**config.mk**
```make
export PLATFORM = sky130hd
export DESIGN_NAME = symdet_top
export DESIGN_NICKNAME = d
export VERILOG_FILES = /design/src/rtl/symdet_pkg.sv /design/src/rtl/symdet_trans_table.sv /design/src/rtl/symdet_core.sv /design/src/rtl/symdet_top.sv
export SDC_FILE = /design/constraint.sdc
export NUM_CORES = 1
export LEC_CHECK = 0
export ABC_AREA = 1
export CORE_AREA = 2 2 39 41
export CTS_BUF_LIST = sky130_fd_sc_hd__clkbuf_2 sky130_fd_sc_hd__clkbuf_4 sky130_fd_sc_hd__clkbuf_8
export DETAILED_ROUTE_END_ITERATION = 8
export DIE_AREA = 0 0 41 43
export SLEW_MARGIN = 15
export SYNTH_ARGS = -nofsm -noshare
export SYNTH_HDL_FRONTEND = slang
export SYNTH_SLANG_ARGS = --single-unit
```
**constraint.sdc**
```tcl
create_clock -name clk -period 2.3 [get_ports clk]
set_clock_uncertainty 0.2 [all_clocks]
set_input_delay 0.575 -clock clk [delete_from_list [all_inputs] [get_ports clk]]
set_output_delay 0.575 -clock clk [all_outputs]
set_load 0.005 [all_outputs]
```
**src/rtl/symdet_pkg.sv**
```systemverilog
package symdet_pkg;
  localparam int SYM_W_DEF   = 3;
  localparam int PAT_LEN_DEF = 8;
  // symbol 0 sits in the low bits; arrival order is 1,5,6,0,6,6,3,5
  localparam logic [PAT_LEN_DEF*SYM_W_DEF-1:0] PATTERN_DEF =
    {3'd5, 3'd3, 3'd6, 3'd6, 3'd0, 3'd6, 3'd5, 3'd1};
endpackage

```
**src/rtl/symdet_trans_table.sv**
```systemverilog
module symdet_trans_table #(
  parameter int SYM_W   = 3,
  parameter int PAT_LEN = 8,
  parameter logic [PAT_LEN*SYM_W-1:0] PATTERN = symdet_pkg::PATTERN_DEF,
  localparam int ST_W  = $clog2(PAT_LEN),
  localparam int CNT_W = $clog2(PAT_LEN+1)
) (
  input  logic [ST_W-1:0]  state_i,
  input  logic [SYM_W-1:0] sym_i,
  output logic [ST_W-1:0]  next_o,
  output logic             hit_o
);
  localparam int NSYM  = 1 << SYM_W;
  localparam int IDX_W = ST_W + SYM_W;
  localparam int DEPTH = 1 << IDX_W;

  function automatic int pat_sym(input int i);
    return int'(PATTERN[i*SYM_W +: SYM_W]);
  endfunction

  // longest prefix of the pattern that ends the stream P[0..s-1], c
  function automatic int next_len(input int s, input int c);
    int seq [PAT_LEN+1];
    bit ok;
    for (int i = 0; i < PAT_LEN + 1; i++) seq[i] = 0;
    for (int i = 0; i < s; i++) seq[i] = pat_sym(i);
    seq[s] = c;
    for (int k = s + 1; k >= 1; k--) begin
      ok = 1'b1;
      for (int j = 0; j < k; j++)
        if (pat_sym(j) != seq[s + 1 - k + j]) ok = 1'b0;
      if (ok) return k;
    end
    return 0;
  endfunction

  // longest proper prefix that is also a suffix of the whole pattern
  function automatic int full_fallback();
    bit ok;
    for (int k = PAT_LEN - 1; k >= 1; k--) begin
      ok = 1'b1;
      for (int j = 0; j < k; j++)
        if (pat_sym(j) != pat_sym(PAT_LEN - k + j)) ok = 1'b0;
      if (ok) return k;
    end
    return 0;
  endfunction

  localparam int FB_FULL = full_fallback();

  logic [CNT_W-1:0] tbl [DEPTH];

  for (genvar s = 0; s < (1 << ST_W); s++) begin : g_state
    for (genvar c = 0; c < NSYM; c++) begin : g_sym
      if (s < PAT_LEN) begin : g_live
        localparam int NL = next_len(s, c);
        assign tbl[s*NSYM + c] = CNT_W'(NL);
      end else begin : g_dead
        assign tbl[s*NSYM + c] = '0;
      end
    end
  end

  logic [IDX_W-1:0] idx;
  logic [CNT_W-1:0] len;

  always_comb begin
    idx    = {state_i, sym_i};
    len    = tbl[idx];
    hit_o  = (len == CNT_W'(PAT_LEN));
    next_o = hit_o ? ST_W'(FB_FULL) : len[ST_W-1:0];
  end
endmodule

```
**src/rtl/symdet_core.sv**
```systemverilog
module symdet_core #(
  parameter int SYM_W   = 3,
  parameter int PAT_LEN = 8,
  parameter logic [PAT_LEN*SYM_W-1:0] PATTERN = symdet_pkg::PATTERN_DEF,
  localparam int ST_W = $clog2(PAT_LEN)
) (
  input  logic             clk,
  input  logic             rst_n,
  input  logic [SYM_W-1:0] sym_i,
  output logic             found_o
);
  logic [ST_W-1:0] state_q, state_d;
  logic            hit;
  logic            found_q;

  symdet_trans_table #(
    .SYM_W(SYM_W), .PAT_LEN(PAT_LEN), .PATTERN(PATTERN)
  ) u_table (
    .state_i(state_q),
    .sym_i  (sym_i),
    .next_o (state_d),
    .hit_o  (hit)
  );

  always_ff @(posedge clk or negedge rst_n) begin
    if (!rst_n) begin
      state_q <= '0;
      found_q <= 1'b0;
    end else begin
      state_q <= state_d;
      found_q <= hit;
    end
  end

  assign found_o = found_q;

  // flag cleared as soon as reset is asserted
  always_comb begin
    if (!rst_n) a_r1_reset_clear: assert (!found_q);
  end

  // a completed match shows up one cycle later
  a_r2_hit_flag: assert property (@(posedge clk) disable iff (!rst_n)
    hit |=> found_q);

  // pulse lasts a single cycle
  a_r3_one_cycle: assert property (@(posedge clk) disable iff (!rst_n)
    found_q |=> !found_q);

  // progress grows by at most one symbol per cycle
  a_r4_step: assert property (@(posedge clk) disable iff (!rst_n)
    1'b1 |=> ({1'b0, state_q} <= {1'b0, $past(state_q)} + 1'b1));
endmodule

```
**src/rtl/symdet_top.sv**
```systemverilog
module symdet_top #(
  parameter int SYM_W   = symdet_pkg::SYM_W_DEF,
  parameter int PAT_LEN = symdet_pkg::PAT_LEN_DEF,
  parameter logic [PAT_LEN*SYM_W-1:0] PATTERN = symdet_pkg::PATTERN_DEF
) (
  input  logic             clk,
  input  logic             rst_n,
  input  logic [SYM_W-1:0] sym_i,
  output logic             found_o
);
  symdet_core #(
    .SYM_W(SYM_W), .PAT_LEN(PAT_LEN), .PATTERN(PATTERN)
  ) u_core (
    .clk    (clk),
    .rst_n  (rst_n),
    .sym_i  (sym_i),
    .found_o(found_o)
  );
endmodule

```
==> results of run 1 <==
routing by layer:
layer	part of all wire, %	GRT usage (%)	up-vias	wire [um]
met5	0	0	-	0
met4	2.4	10.0	0	13
met3	2.6	3.14	2	14
met2	54	12.2	6	296
met1	41	8.09	131	225
li1	-	-	151	-
synthesized netlist by cell type:
library cell	count
o21ai_1	1
nand2_2	1
nor3_1	1
nand2_1	13
nand3_1	9
inv_1	6
nor2_4	1
inv_2	3
nor2_1	4
dfrtp_1	4
cell families (layout without fill, tap and decap cells):
group | Yosys count | after routing
flops | 4 | 4
buf+inv | 9 | 17
compound gates | 1 | 1
simple gates | 29 | 29
state kept, by name, indices dropped and copies added, names as in the netlist:
register	cells
u_core.found_o	1
u_core.state_q	3
placed cells by master, fill, tap and decap left out:
master and instances:
o21ai_1 1, nand2_2 1, clkdlybuf4s50_1 5, nor2_1 4, nand3_1 9, nand2_1 13, nor3_1 1, inv_2 3
clkbuf_4 3, dfrtp_1 4, inv_1 6, nor2_4 1
power breakdown:
part           total (mW)  switching (mW)  internal [mW]
registers          0.0728         0.00109         0.0717
logic              0.0211          0.0114        0.00976
clock network      0.0889          0.0304         0.0585
final timing paths:
kind | start | end | slack [ns] | cells past startpoint
max | u_core.found_o | found_o | 0.49 | 1
min in group clk | u_core.state_q[2] | u_core.state_q[2] | 0.35 | 1
min reg2reg | u_core.state_q[2] | u_core.state_q[2] | 0.35 | 1
min | rst_n | u_core.state_q[1] | 0.35 | 1
max in group asynchronous | rst_n | u_core.found_o | 1.38 | 1
max reg2reg | u_core.state_q[1] | u_core.state_q[0] | 1.17 | 6
area by class of cell:
class                           instances  area, um^2
Fill cell                             154        1020
Multi-Input combinational cell         30         136
Sequential cell                         4         100
Timing Repair Buffer                    5        50.0
Inverter                                9        33.8
Clock buffer                            3        22.5
Tap cell                               16        20.0
==> impl_results.md, run 1 <==
- Routed WL: between 500 and 600 um
- DR iter-0 viols: 19
- First-pass GRT wire length: 945 um
- Residual DRC count: 0
- GRT Total Usage: under 10%
- Clk sink count: 4
- Vias in the first global route: ~270
- Worst-path clk slew: ~0.04 ns
- Synth Area in Simple Gates: between 40% and 50%
- Layout cells sized above 1: between 10% and 20%
- Final Hold Fails: 0
- Synth Area in Adders: 0%
- DP Wirelength: around 430 um
- Final min period: ~1.8 ns
- Initial antenna violation count: 0
- Fin Setup TNS: 0 ns
- RSZ-0062 raised after global routing: false
- Finished Cell Area: between 300 and 400 um^2
- Area after DPL: approximately 340 um^2
- Seq/Total Area, Yosys: ~37%
- Yosys top cell area share: 37.0%
- Num CTS Buffers: 3
- Worst Path Buf+Inv: 1
- Xor/xnor share of the synthesized area: 0%
- P&R area growth vs syn: 34.3%
- DP Cell Count: 64
- Slew @ Worst Pin: roughly 0.22 ns
- Power Density: roughly 500 mW/mm^2
- GPL Wtd Cong: about 0.79
- Post-CTS Resized: 0
- Largest net degree at the start of global routing: 7
- Via Count: 290
- Core ar.: roughly 0.0014 mm^2
- Critical path endpoint category: output pin
- Final worst setup slack: 0.487 ns
- Clk_lat worst skew: 0.23 ns
- Placement Setup Slack: approximately 0.40 ns
- WL/cell: ~8 um
- 1st-pass router iterations: 4
- Root Buffer: clkbuf_4
- Max IR drop VDD: roughly 190 uV
- Crit Path Max Fanout: 1
- Post-Syn Nets: 48
- F_max: 552 MHz
- Postcts setup bufs: 0
- Tot Pwr: 0.183 mW
- Slew Limit Headroom: 85.6%
- YS warnings: 0
- Sequence of cells on the critical path: clkdlybuf4s50_1
- Final period util: roughly four fifths
- Setup violators final: 0
- Critical Path AT: 1.04 ns
- Number of synthesized register bits: 4
- Deepest clock path buffer count: 2
- Distinct cell type count after synthesis: 10
- Fin nets: between 50 and 60
- Finished Layout Cells: 67
- Top cells by area, synth: dfrtp_1 (37%), nand2_1 (18%), nand3_1 (17%)
- Die width: roughly 40 um
- I/O pins: 6
- Mean Syn Cell Area: 6.29 um^2
- Grt total ovfl: 0
- Slowest stage delay, CP: roughly 0.49 ns
- Crit-path leading delay family: buffers and inverters
- # port buffers: 5
- Post-route ant nets: 0
- WS Path Type: reg -> out
- Final Max Slew Viols: 0
- WHS: between 0.3 and 0.4 ns
- Cell taking the most area after synthesis: dfrtp_1
- Status: finished, final reports clean
- Largest family of logic cells by synthesized area: simple AND/OR/NAND/NOR gates
- CTS tree: done
- Initial core utilization: about a fifth
- Number of diodes: 0
- Post-synthesis mux area share: 0%
- Leakage power: between 0.15 and 0.2 nW
- Post-Syn Area: ~270 um^2
- Final core occ: around a quarter
- Post-Synthesis Cells: between 40 and 50
- Die Ht: about 43 um
- H-tree depth: 1
- CP max stage cell: clkdlybuf4s50_1
- Cts hold-fix bufs: 0
- Req. time, crit path: 1.52 ns
- Row count: 14
- Worst hold path type: in -> async
- Compound-Gate Fraction of Synth Area: approximately 1.9%
- MaxCap Viol Count: 0
- Avg Vias per Cell: ~4.3
- Critical Path Start Type: register
- Die area: 0.00176 mm^2
Power figures use the tool's default switching activity.
==> run 2, diff against run 1 <==
clock period = 1.57 ns   (was 2.3 ns; I/O delays follow)
==> impl_results.md, run 2 (synthesis results as in run 1) <==
- Area of all sequential standard cells: around 100 um^2
- WL/cell: between 8 and 9 um
- Number of diodes: 0
- WS Path Type: in -> reg
- Deepest clock path buffer count: 2
- MaxCap Viol Count: 0
- Final min period: around 1.5 ns
- Power Density: 728 mW/mm^2
- RSZ-0062 raised after global routing: false
- Largest register FFs: 3
- Final core occ: a little over a quarter
- Req. time, crit path: around 1.5 ns
- Fin nets: 58
- Residual DRC count: 0
- Avg Vias per Cell: around 4.2
- 1st-pass router iterations: 4
- Cts hold-fix bufs: 0
- Worst hold path type: in -> async
- Net Sw Frac: between 20% and 30%
- Largest net degree at the start of global routing: 7
- Multi-input logic area: between 100 and 150 um^2
- DR iter-0 viols: 3
- Initial core utilization: around a fifth
- FF-to-FF Start: u_core.state_q[1]
- Final Hold Fails: 0
- DR WL met3: roughly 11 um
- DP Wirelength: 453 um
- Die Ht: 43 um
- Core ar.: 0.00138 mm^2
- Crit Path Max Fanout: 3
- Die width: around 41 um
- R2R cell count: 6
- Num CTS Buffers: 3
- Final Max Slew Viols: 0
- Final period util: between 90% and 100%
- Via Count: between 200 and 300
- Slew @ Worst Pin: between 0.15 and 0.2 ns
- Layout cells sized above 1: 15.7%
- Critical Path AT: 1.44 ns
- Row count: 14
- # port buffers: 5
- Biggest register: u_core.state_q
- Placement Setup Slack: -0.139 ns
- Highest metal used: met3
- Clk sink count: 4
- P_sw: 0.0584 mW
- CP Launch Point: sym_i[0]
- First-pass GRT wire length: 972 um
- Commonest non-fill, non-tap cells in the layout: nand2_1 (13), nand3_1 (9), inv_1 (6)
- Postcts setup bufs: 0
- Fill count: roughly 160
- I/O pins: 6
- CTS tree: done
- Final worst setup slack: around 0.10 ns
- GPL Wtd Cong: between 0.8 and 0.9
- Post-route ant nets: 0
- Leakage power: 0.192 nW
- Initial antenna violation count: 0
- Worst-path clk slew: about 0.04 ns
- Die area: around 0.0018 mm^2
- Combinational share of power: approximately an eighth
- Sequential share of power: around two fifths
- Setup violators final: 0
- Clock share of power: 47.7%
- Met1 WL: roughly 270 um
- Grt total ovfl: 0
- Max IR drop VDD: about 390 uV
- Critical path endpoint category: register
- GRT Total Usage: under 10%
- Reg2Reg Capture Point: u_core.state_q[1]
- F_max: 682 MHz
- Post-CTS Resized: 1
- Slew Limit Headroom: around 87%
- Status: finished, final reports clean
- H-tree depth: 1
- Critical Path Start Type: input port
- Metal2 WL: 269 um
- P&R area growth vs syn: 33.8%
- Root Buffer: clkbuf_4
- Commonest non-fill, non-tap cell in the layout: nand2_1
- P_int: around 0.2 mW
- R2R setup slack: about 0.43 ns
- Vias in the first global route: between 200 and 300
- Crit path to: u_core.state_q[1]
- Clk_lat worst skew: 0.23 ns
- Routed WL: 547 um
run 2: worst min-delay path by stage:
| stage | slack (ns) | end | cells after the start |
|---|---|---|---|
| final | 0.17 | u_core.state_q[0] | 1 |
| after global routing | 0.17 | u_core.found_o | 1 |
| after CTS | 0.16 | u_core.found_o | 1 |
| after detailed placement | 0.36 | u_core.state_q[2] | 1 |
| after global placement | 0.35 | u_core.state_q[2] | 1 |
| after floorplan | -0.10 | u_core.found_o | 0 |
run 2: routing by layer:
| layer | track usage (%) | vias to the layer above |
|---|---|---|
| li1 | - | 147 |
| met1 | 9.71 | 133 |
| met2 | 11.6 | 2 |
| met3 | 6.28 | 0 |
| met4 | 4.00 | 0 |
| met5 | 0 | - |
run 2: power by group through the flow:
stage               Combinational, mW  Sequential, mW  Clock [mW]
global placement               0.0310           0.108           0
floorplan                      0.0132           0.108           0
global route                   0.0345           0.107       0.144
finish                         0.0309           0.107       0.125
detailed placement             0.0310           0.108           0
CTS                            0.0312           0.107       0.135
run 2: critical path, cell delays in order:
cell and delay (ns):
clkdlybuf4s50_1 0.56, inv_2 0.05, nor2_1 0.13, nand3_1 0.11
nand3_1 0.10, nand2_1 0.05, inv_1 0.05
run 2: final cells by class:
cell class                 count  share of cell area [%]
multi-input combinational     30                    37.7
clock buffer                   3                    6.23
sequential                     4                    27.7
timing repair buffer           5                    13.5
tap                           16                    5.54
inverter                       9                    9.34
run 2: through the flow:
step	instance area [um^2]	instances	power, mW	hold slack [ns]	setup TNS, ns
3_5_place_dp	340	64	0.139	0.359	-0.474
3_3_place_gp	340	64	0.139	0.349	-0.435
5_1_grt	362	67	0.286	0.174	0
4_1_cts	362	67	0.273	0.159	0
2_1_floorplan	270	43	0.121	-0.103	0
6_report	362	67	0.263	0.167	0
